### src/rtl/lcd_pkg.sv
package lcd_pkg;

  localparam int INIT_LEN = 4;

  typedef enum logic [2:0] {
    EN_IDLE, EN_P_SET, EN_P_HI, EN_P_LO, EN_W_SET, EN_W_HI, EN_W_HOLD
  } eng_st_t;

  typedef enum logic [2:0] {
    SQ_INIT, SQ_INIT_W, SQ_IDLE, SQ_CLI_W, SQ_STR_W, SQ_STR_NEXT
  } seq_st_t;

  // power-up program, issued in index order
  function automatic logic [7:0] init_cmd(input logic [1:0] idx);
    case (idx)
      2'd0:    return 8'h38;
      2'd1:    return 8'h0F;
      2'd2:    return 8'h06;
      default: return 8'h01;
    endcase
  endfunction

  // set-address command for the start of a display line
  function automatic logic [7:0] line_cmd(input logic line);
    return line ? 8'hC0 : 8'h80;
  endfunction

  function automatic int max2(input int a, input int b);
    return (a > b) ? a : b;
  endfunction

endpackage

### src/rtl/lcd_strbuf.sv
module lcd_strbuf #(
  parameter int DEPTH = 16,
  localparam int AW = $clog2(DEPTH)
) (
  input  logic          clk,
  input  logic          rst_n,
  input  logic          we,
  input  logic [AW-1:0] waddr,
  input  logic [7:0]    wdata,
  input  logic [AW-1:0] raddr,
  output logic [7:0]    rdata
);

  logic [7:0] mem [DEPTH];

  for (genvar g = 0; g < DEPTH; g++) begin : g_ent
    always_ff @(posedge clk or negedge rst_n) begin
      if (!rst_n)                          mem[g] <= 8'h00;
      else if (we && waddr == AW'(g))      mem[g] <= wdata;
    end
  end

  assign rdata = mem[raddr];

endmodule

### src/rtl/lcd_bus_engine.sv
module lcd_bus_engine import lcd_pkg::*; #(
  parameter int E_HIGH    = 4,
  parameter int RD_DLY    = 3,
  parameter int E_LOW     = 3,
  parameter int T_SETUP   = 2,
  parameter int T_HOLD    = 2,
  parameter int TMO_POLLS = 20
) (
  input  logic       clk,
  input  logic       rst_n,
  input  logic       go,
  input  logic       go_rs,
  input  logic [7:0] go_byte,
  output logic       idle,
  output logic       done,
  output logic       tmo,
  output logic       smp_stb,
  output logic       lcd_rs,
  output logic       lcd_rw,
  output logic       lcd_e,
  output logic [7:0] lcd_db_out,
  output logic       lcd_db_oe,
  input  logic       db7_in
);

  // write hold also serves as the enable-low gap before the next transfer
  localparam int W_END   = max2(T_HOLD, E_LOW);
  localparam int CNT_MAX = max2(max2(E_HIGH, E_LOW), max2(T_SETUP, W_END));
  localparam int CW      = $clog2(CNT_MAX + 1);
  localparam int PW      = $clog2(TMO_POLLS + 1);

  eng_st_t       st;
  logic [CW-1:0] cnt;
  logic [PW-1:0] polls;
  logic          busy_q;
  logic          rs_q;
  logic [7:0]    byte_q;
  logic          wr_phase;

  function automatic logic last(input logic [CW-1:0] c, input int len);
    return c == CW'(len - 1);
  endfunction

  assign wr_phase = (st == EN_W_SET) || (st == EN_W_HI) || (st == EN_W_HOLD);
  assign smp_stb  = (st == EN_P_HI) && last(cnt, RD_DLY);
  assign done     = (st == EN_W_HOLD) && last(cnt, W_END);
  assign tmo      = (st == EN_P_LO) && last(cnt, E_LOW) && busy_q &&
                    (polls == PW'(TMO_POLLS));
  assign idle     = (st == EN_IDLE);

  assign lcd_e      = (st == EN_P_HI) || (st == EN_W_HI);
  assign lcd_rw     = !wr_phase;
  assign lcd_rs     = wr_phase ? rs_q : 1'b0;
  assign lcd_db_oe  = wr_phase;
  assign lcd_db_out = wr_phase ? byte_q : 8'hFF;

  always_ff @(posedge clk or negedge rst_n) begin
    if (!rst_n) begin
      st     <= EN_IDLE;
      cnt    <= '0;
      polls  <= '0;
      busy_q <= 1'b0;
      rs_q   <= 1'b0;
      byte_q <= 8'h00;
    end else begin
      case (st)
        EN_IDLE: if (go) begin
          rs_q   <= go_rs;
          byte_q <= go_byte;
          polls  <= '0;
          cnt    <= '0;
          st     <= EN_P_SET;
        end
        EN_P_SET: begin
          if (last(cnt, T_SETUP)) begin cnt <= '0; st <= EN_P_HI; end
          else cnt <= cnt + 1'b1;
        end
        EN_P_HI: begin
          if (smp_stb) busy_q <= db7_in;
          if (last(cnt, E_HIGH)) begin
            cnt   <= '0;
            polls <= polls + 1'b1;
            st    <= EN_P_LO;
          end else cnt <= cnt + 1'b1;
        end
        EN_P_LO: begin
          if (last(cnt, E_LOW)) begin
            cnt <= '0;
            if (!busy_q)                         st <= EN_W_SET;
            else if (polls == PW'(TMO_POLLS))    st <= EN_IDLE;
            else                                 st <= EN_P_HI;
          end else cnt <= cnt + 1'b1;
        end
        EN_W_SET: begin
          if (last(cnt, T_SETUP)) begin cnt <= '0; st <= EN_W_HI; end
          else cnt <= cnt + 1'b1;
        end
        EN_W_HI: begin
          if (last(cnt, E_HIGH)) begin cnt <= '0; st <= EN_W_HOLD; end
          else cnt <= cnt + 1'b1;
        end
        EN_W_HOLD: begin
          if (last(cnt, W_END)) begin cnt <= '0; st <= EN_IDLE; end
          else cnt <= cnt + 1'b1;
        end
        default: st <= EN_IDLE;
      endcase
    end
  end

endmodule

### src/rtl/charlcd_ctrl.sv
module charlcd_ctrl import lcd_pkg::*; #(
  parameter int E_HIGH    = 4,
  parameter int RD_DLY    = 3,
  parameter int E_LOW     = 3,
  parameter int T_SETUP   = 2,
  parameter int T_HOLD    = 2,
  parameter int TMO_POLLS = 20,
  parameter int BUF_DEPTH = 16,
  localparam int BAW = $clog2(BUF_DEPTH),
  localparam int SIW = $clog2(BUF_DEPTH + 1)
) (
  input  logic           clk,
  input  logic           rst_n,
  input  logic           req_valid,
  input  logic           req_rs,
  input  logic [7:0]     req_byte,
  output logic           req_ready,
  input  logic           buf_we,
  input  logic [BAW-1:0] buf_waddr,
  input  logic [7:0]     buf_wdata,
  input  logic           str_start,
  input  logic           str_line,
  output logic           lcd_rs,
  output logic           lcd_rw,
  output logic           lcd_e,
  output logic [7:0]     lcd_db_out,
  output logic           lcd_db_oe,
  input  logic           lcd_db7_in,
  output logic           busy_tmo
);

  seq_st_t        sq;
  logic [1:0]     init_idx;
  logic [SIW-1:0] str_idx;
  logic [7:0]     buf_rdata;
  logic           str_end;

  logic           eng_go, eng_rs, eng_idle, eng_done, eng_tmo, eng_fin;
  logic [7:0]     eng_byte;
  logic           busy_smp_stb;   // brought out for the checker

  lcd_strbuf #(.DEPTH(BUF_DEPTH)) u_buf (
    .clk   (clk),
    .rst_n (rst_n),
    .we    (buf_we),
    .waddr (buf_waddr),
    .wdata (buf_wdata),
    .raddr (str_idx[BAW-1:0]),
    .rdata (buf_rdata)
  );

  lcd_bus_engine #(
    .E_HIGH(E_HIGH), .RD_DLY(RD_DLY), .E_LOW(E_LOW),
    .T_SETUP(T_SETUP), .T_HOLD(T_HOLD), .TMO_POLLS(TMO_POLLS)
  ) u_eng (
    .clk        (clk),
    .rst_n      (rst_n),
    .go         (eng_go),
    .go_rs      (eng_rs),
    .go_byte    (eng_byte),
    .idle       (eng_idle),
    .done       (eng_done),
    .tmo        (eng_tmo),
    .smp_stb    (busy_smp_stb),
    .lcd_rs     (lcd_rs),
    .lcd_rw     (lcd_rw),
    .lcd_e      (lcd_e),
    .lcd_db_out (lcd_db_out),
    .lcd_db_oe  (lcd_db_oe),
    .db7_in     (lcd_db7_in)
  );

  assign eng_fin   = eng_done || eng_tmo;
  assign busy_tmo  = eng_tmo;
  assign req_ready = (sq == SQ_IDLE) && eng_idle;
  assign str_end   = (str_idx == SIW'(BUF_DEPTH)) || (buf_rdata == 8'h00);

  always_comb begin
    eng_go   = 1'b0;
    eng_rs   = 1'b0;
    eng_byte = 8'h00;
    case (sq)
      SQ_INIT: begin
        eng_go   = 1'b1;
        eng_byte = init_cmd(init_idx);
      end
      SQ_IDLE: begin
        if (req_valid) begin
          eng_go   = 1'b1;
          eng_rs   = req_rs;
          eng_byte = req_byte;
        end else if (str_start) begin
          eng_go   = 1'b1;
          eng_byte = line_cmd(str_line);
        end
      end
      SQ_STR_NEXT: begin
        if (!str_end) begin
          eng_go   = 1'b1;
          eng_rs   = 1'b1;
          eng_byte = buf_rdata;
        end
      end
      default: ;
    endcase
  end

  always_ff @(posedge clk or negedge rst_n) begin
    if (!rst_n) begin
      sq       <= SQ_INIT;
      init_idx <= '0;
      str_idx  <= '0;
    end else begin
      case (sq)
        SQ_INIT:   sq <= SQ_INIT_W;
        SQ_INIT_W: if (eng_fin) begin
          if (init_idx == 2'(INIT_LEN - 1)) sq <= SQ_IDLE;
          else begin
            init_idx <= init_idx + 1'b1;
            sq       <= SQ_INIT;
          end
        end
        SQ_IDLE: begin
          if (req_valid) sq <= SQ_CLI_W;
          else if (str_start) begin
            str_idx <= '0;
            sq      <= SQ_STR_W;
          end
        end
        SQ_CLI_W: if (eng_fin) sq <= SQ_IDLE;
        SQ_STR_W: begin
          if (eng_tmo)       sq <= SQ_IDLE;
          else if (eng_done) sq <= SQ_STR_NEXT;
        end
        SQ_STR_NEXT: begin
          if (str_end) sq <= SQ_IDLE;
          else begin
            str_idx <= str_idx + 1'b1;
            sq      <= SQ_STR_W;
          end
        end
        default: sq <= SQ_IDLE;
      endcase
    end
  end

endmodule

### config.mk
export PLATFORM = sky130hd
export DESIGN_NAME = charlcd_ctrl
export DESIGN_NICKNAME = d
export VERILOG_FILES = /design/src/rtl/lcd_pkg.sv /design/src/rtl/lcd_strbuf.sv /design/src/rtl/lcd_bus_engine.sv /design/src/rtl/charlcd_ctrl.sv
export SDC_FILE = /design/constraint.sdc
export NUM_CORES = 1
export LEC_CHECK = 0
export BUFFER_PORTS_ARGS = -buffer_cell sky130_fd_sc_hd__buf_2
export CORE_MARGIN = 4
export CORE_UTILIZATION = 31
export CTS_CLUSTER_SIZE = 12
export DETAILED_ROUTE_END_ITERATION = 8
export PLACE_DENSITY = 0.5
export SETUP_SLACK_MARGIN = 0.3
export SLEW_MARGIN = 20
export SYNTH_ARGS = -nofsm -noshare
export SYNTH_HDL_FRONTEND = slang
export SYNTH_SLANG_ARGS = --single-unit
### constraint.sdc
create_clock -name clk -period 6.1 [get_ports clk]
set_input_delay 0.61 -clock clk [delete_from_list [all_inputs] [get_ports clk]]
set_output_delay 0.61 -clock clk [all_outputs]
set_load 0.05 [all_outputs]
# Word level (Yosys, flattened, before mapping)
# Cells that the tools add are included.
# W data, S select, Z words.
# word_totals
inputBits	28
mem_bits_ro	0
latch_bits	0
word_cells	175
mem_bits_rw	0
mem_count	0
regBits	159
# op_classes
n_div	0
eq_ne	48
order_cmp	1
bitwise_logic	2
shifts	0
n_reduce_logical	47
n_addsub	4
n_mul	0
n_mux	48
# ops
cell	count
$mux W3	19
$mux W8	6
$bmux W8 S4	1
$eq A4 B4 Y1 const B	8
$mux W5	5
$pmux W8 S3	1
$logic_and A1 B1 Y1	22
$pmux W3 S7	1
$ne A2 B2 Y1 const B	10
$pmux W5 S2	2
$eq A3 B2 Y1 const B	6
$pmux W3 S6	1
$pmux W6 S3	1
$eq A4 B3 Y1 const B	4
$eq A3 B3 Y1 const B	5
$pmux W3 S4	1
$add A5 B1 Y5 const B	2
$eq A5 B5 Y1 const B	2
$eq A3 B1 Y1 const B	3
$eq A4 B2 Y1 const B	2
$logic_not A8 Y1	1
$reduce_and A4 Y1	2
$mux W7	1
$reduce_and A7 Y1	1
other kinds (24)	43

# Logic depth before layout (Yosys ltp)
# depth
depth_word	10
mapped_depth	11
mapped_depth_nobuf	8

# Cells and area by module
# From an unflattened synthesis, not the netlist that was laid out.
# unflattened
hier_cells	587
hier_area_um2	8106.5
# by_module_without_submodules
mod	cells_each	seq_area_each_um2	area_each_um2	n_inst
lcd_strbuf	364	3203.1	5903.2	1
lcd_bus_engine	124	525.5	1333.8	1
charlcd_ctrl	99	250.2	869.6	1

# Worst setup path before layout
# Ideal clock, no wire load.
# synth_timing
kind	register to register
start	reg u_eng.polls[0]
end	reg init_idx[1]
setup_time_ns	0.125
required_ns	5.975
path_stages_with_launch	7
synth_period_minus_slack_ns	3.543
setup_slack_ns	2.557
arrival_time_ns	3.418
path_cell_list	dfrtp_1 > inv_1 > ha_1 > nand4b_1 > nor4_1 > o21ai_0 > mux2_2
# synth_via
elab_chain_cells	4
# synth_lines
item	line_no	rtl
start: declaration	lcd_bus_engine.sv:34	logic [PW-1:0] polls;
start signal: assignment	lcd_bus_engine.sv:82	polls <= polls + 1'b1;
$eq A5 B5 Y1	lcd_bus_engine.sv:48	(polls == PW'(TMO_POLLS));
$logic_and A1 B1 Y1	lcd_bus_engine.sv:47	assign tmo = (st == EN_P_LO) && last(cnt, E_LOW) && busy_q &&
named net busy_tmo	charlcd_ctrl.sv:29	output logic busy_tmo
$logic_or A1 B1 Y1	charlcd_ctrl.sv:73	assign eng_fin = eng_done || eng_tmo;
$reduce_and A3 Y1 (no source line)	-	
end signal: assignment	charlcd_ctrl.sv:119	init_idx <= init_idx + 1'b1;
end: declaration	charlcd_ctrl.sv:33	logic [1:0] init_idx;
# The timed path passes the listed nets, and every way through them passes these cells.
# A chain may end at the register's enable or synchronous reset.

# Worst setup path in the final report
# layout_timing
start	reg str_idx[1]
end	reg u_eng.byte_q[3]
# layout_via
elab_chain_cells	9
# layout_lines
item	line_no	rtl
start: declaration	charlcd_ctrl.sv:34	logic [SIW-1:0] str_idx;
start signal: assignment	charlcd_ctrl.sv:138	str_idx <= str_idx + 1'b1;
$not A4 Y5 (implied by the code)	lcd_strbuf.sv:23	assign rdata = mem[raddr];
$bmux W8 S4	lcd_strbuf.sv:23	
$mux W8 (implied by the code) (2 in a row)	lcd_strbuf.sv:23	
$logic_not A8 Y1	charlcd_ctrl.sv:76	assign str_end = (str_idx == SIW'(BUF_DEPTH)) || (buf_rdata == 8'h00);
$logic_or A1 B1 Y1	charlcd_ctrl.sv:76	
$mux W1	charlcd_ctrl.sv:98	if (!str_end) begin
$pmux W1 S3	charlcd_ctrl.sv:82	case (sq)
$reduce_and A2 Y1 (no source line)	-	
end signal: assignment	lcd_bus_engine.sv:69	byte_q <= go_byte;
end: declaration	lcd_bus_engine.sv:37	logic [7:0] byte_q;
# Parallel ways exist; a longest one is shown, timed or not. The select of a mux whose other input is x is not followed.

==> summary.txt <==
Clock network
  – Setup Fix Bufs, Post-CTS: 0
  – Number of sinks driven by the clock tree: 159
  – Buffer cell driving the clock tree root: clkbuf_16
  – Total clock buffers created by CTS: 17
  – Worst-Skew Late Latency: 0.42 ns
  – H-tree depth reported by CTS: 4
  – Hold-fix buffers at CTS: 0
  – Clock Pin Slew Worst Setup and Hold Paths: 0.06 ns
  – Post-cts repair resize count: 0
  – Deepest clock path buffer count: 2
  – CTS tree: done

Placement
  – Port Buf Inserts: 41
  – DP Cell Count: 941
  – Total placed instance area: 8470 um^2
  – Sum of net half-perimeters after detailed placement: 12.8 mm
  – Global placer's final weighted congestion: 0.806

Timing
  – RSZ-0062 raised after global routing: no
  – Final critical-path required period: 3.74 ns
  – Final hold viol count: 0
  – Setup TNS: 0 ns
  – Final worst clock skew: 0.00923 ns
  – Slew at the pin closest to its max-slew limit: 1.03 ns
  – F_max: 267 MHz
  – Hold Worst Slack: 0.242 ns
  – Headroom to the max-slew limit: 0.313
  – Number of pins exceeding their max-slew limit in the final report: 0
  – Crit share post-route: 0.614
  – Number of endpoints failing setup at the final stage: 0

Die
  – Core footprint: 25300 um^2
  – Die Outline Area: 28500 um^2
  – Starting utilization of the core area: 0.317
  – Die width: 169 um
  – Number of primary I/O pins: 42
  – DIE HEIGHT: 169 um
  – Site Rows: 58

Yosys
  – Number of flops mapped to enable cells by yosys: 0
  – Top area cells in the synthesized netlist: dfrtp_1, mux2_2, mux4_2, mux4_1, mux2i_1
  – Synthesized netlist cell count: 606
  – Area of the mapped netlist: 8020 um^2
  – Unique masters post-synth: 52
  – Ys async rst share: 1.00
  – Main flop type after synthesis: dfrtp_1
  – Nets in the synthesized netlist: 646
  – Proportion of netlist area held by the largest area contributor: 0.496
  – Syn avg cell area: 13.2 um^2
  – Cell type with the largest total area after synthesis: dfrtp_1
  – Number of warning messages in the yosys log: 0
  – Seq cells post-synth: 159
  – Sequential cell area fraction in the yosys report: 0.496

Setup path
  – Capture point of the worst reg-to-reg path: u_eng.byte_q[3]
  – Endpoint required time on the critical path: 6.40 ns
  – CP Capture Type: register
  – Startpoint class of the critical path: register
  – Logic depth of the worst register-to-register path: 8
  – Delay of the slowest cell on the worst path: 0.76 ns
  – Number of buffer and inverter instances along the worst setup path: 1
  – CP delay by family, top: multiplexers
  – Cell with the biggest individual delay on the critical path: dfrtp_2
  – Max FO, Critical Path: 20
  – CP cell instances: buf_4 -> mux4_2 -> mux2i_1 -> nand4_1 -> nor3_1 -> a211oi_2 -> o21ai_4 -> mux2_2
  – Reg-to-reg slack, setup: 2.36 ns
  – FF-to-FF Start: str_idx[1]
  – Class of the most critical setup path: reg -> reg
  – Critical path data arrival time: 4.05 ns

Cells and area
  – Number of filler instances in the final layout: 2437
  – Area Overhead vs Synth: 13.5%
  – Ratio of cells with drive above 1 in the final layout: 0.397
  – Count of nets after finishing: 670
  – Final standard cell count with taps included and fillers excluded: 974
  – Final core utilization: 0.359
  – Most common library cell in the layout ignoring fill and taps: dfrtp_1
  – Final Instance Area: 9100 um^2
  – Footprint of the multi-input gates: 3790 um^2
  – Sequential cell area: 3980 um^2
  – Commonest cells after routing, fill and taps aside: dfrtp_1, mux2_2, buf_2

Route
  – Number of nets with antenna violations after routing: 0
  – Vias per inst: 5.17
  – Drc violations: 0
  – Routed WL: 18.7 mm
  – Starting DRT DRC Count: 379
  – Total via count in the routed design: 5032
  – Routed length per placed instance: 19.2 um
  – Drt pass-1 iters: 5

Run status
  – Outcome: completed

Global routing
  – Pin count of the biggest net entering global routing: 93
  – Total global routing overflow: 0
  – Number of global-route vias before repair: 5387
  – Initial antenna violation count: 0
  – First-pass GRT wire length: 30.4 mm
  – Gr usage total: 0.137

Hold path
  – Type of the tightest min-delay check: in -> async

Power
  – Static Leak: 3.92 nW
  – IR drop worst, VDD: 0.288 mV
  – Power density over the cells: 461 nW/um^2

Run
  – Max-cap viol count: 0
==> sequential cells by signal, summed over array words and instances, names as in the netlist <==
name	count
init_idx	2
sq	3
str_idx	5
u_buf.mem	128
u_eng.busy_q	1
u_eng.byte_q	8
u_eng.cnt	3
u_eng.polls	5
u_eng.rs_q	1
u_eng.st	3
==> worst reg2reg max path: cells and delay by family, from the launching register on <==
| kind | cells | cell delay [ns] |
|---|---|---|
| simple gates | 2 | 0.53 |
| mux | 3 | 1.20 |
| flops | 1 | 0.76 |
| compound gates | 2 | 0.71 |
| buf+inv | 1 | 0.43 |
==> metrics by stage <==
stage / worst slack, ns / power (W)
floorplan: 2.56 / 0.00270
global placement: 2.37 / 0.00305
detailed placement: 2.30 / 0.00310
CTS: 2.29 / 0.00424
global route: 2.01 / 0.00446
finish: 2.36 / 0.00420
==> logic make-up after synthesis <==
logic type / after synthesis / share of synthesized area
xor+xnor: 2 / 0.00219
compound gates: 60 / 0.0485
fa+ha+maj: 12 / 0.0187
simple gates: 124 / 0.0818
mux: 195 / 0.322
buf+inv: 54 / 0.0309
flops: 159 / 0.496
==> how the worst max path moves through the flow <==
stage | start | to | slack, ns | depth (start not counted)
finish | str_idx[1] | u_eng.byte_q[3] | 2.36 | 8
floorplan | u_eng.polls[0] | init_idx[1] | 2.56 | 6
global route | str_idx[1] | u_eng.byte_q[1] | 2.01 | 8
detailed placement | str_idx[1] | u_eng.byte_q[0] | 2.30 | 8
global placement | str_idx[1] | u_eng.byte_q[2] | 2.37 | 8
CTS | str_idx[1] | u_eng.byte_q[1] | 2.29 | 8
==> routing by layer <==
layer / track usage / up-vias / wire [um]
li1: - / 2285 / -
met1: 0.192 / 2602 / 8810
met2: 0.217 / 123 / 8750
met3: 0.0325 / 22 / 900
met4: 0.0314 / 0 / 255
met5: 0 / - / 0
==> synthesized netlist by cell type, types with 2 or more instances <==
| cell | count |
|---|---|
| a21o_1 | 2 |
| a21oi_1 | 17 |
| a31o_2 | 3 |
| a32o_1 | 2 |
| a32oi_1 | 2 |
| and2_1 | 2 |
| and3_1 | 2 |
| buf_1 | 6 |
| buf_2 | 5 |
| buf_6 | 3 |
| clkbuf_1 | 24 |
| dfrtp_1 | 159 |
| ha_1 | 12 |
| inv_1 | 14 |
| mux2_2 | 141 |
| mux2_4 | 4 |
| mux2i_1 | 18 |
| mux4_1 | 8 |
| mux4_2 | 24 |
| nand2_1 | 34 |
| nand2b_1 | 11 |
| nand3_1 | 9 |
| nand3b_1 | 8 |
| nand4_1 | 5 |
| nand4b_1 | 2 |
| nor2_1 | 26 |
| nor2b_1 | 4 |
| nor3_1 | 5 |
| nor3b_1 | 2 |
| nor4_1 | 2 |
| o211ai_1 | 2 |
| o21ai_0 | 15 |
| o22ai_1 | 7 |
| o31ai_1 | 3 |
| or2_2 | 2 |
| or3_1 | 5 |
==> layout make-up <==
| cell class | instances | area share |
|---|---|---|
| repair buffers | 44 | 0.0257 |
| multi-input cells | 393 | 0.416 |
| well taps | 330 | 0.0454 |
| inverters | 15 | 0.00618 |
| flip-flops and latches | 159 | 0.437 |
| clock inverters | 14 | 0.0217 |
| diodes | 1 | 0.000275 |
| clock buffers | 18 | 0.0471 |
==> power breakdown <==
group	switching [W]	internal (W)
clock network	0.000465	0.000660
registers	0.000278	0.00133
logic	0.000773	0.000690
total	0.00152	0.00268
Note: power is estimated with default switching activity, not from simulation.
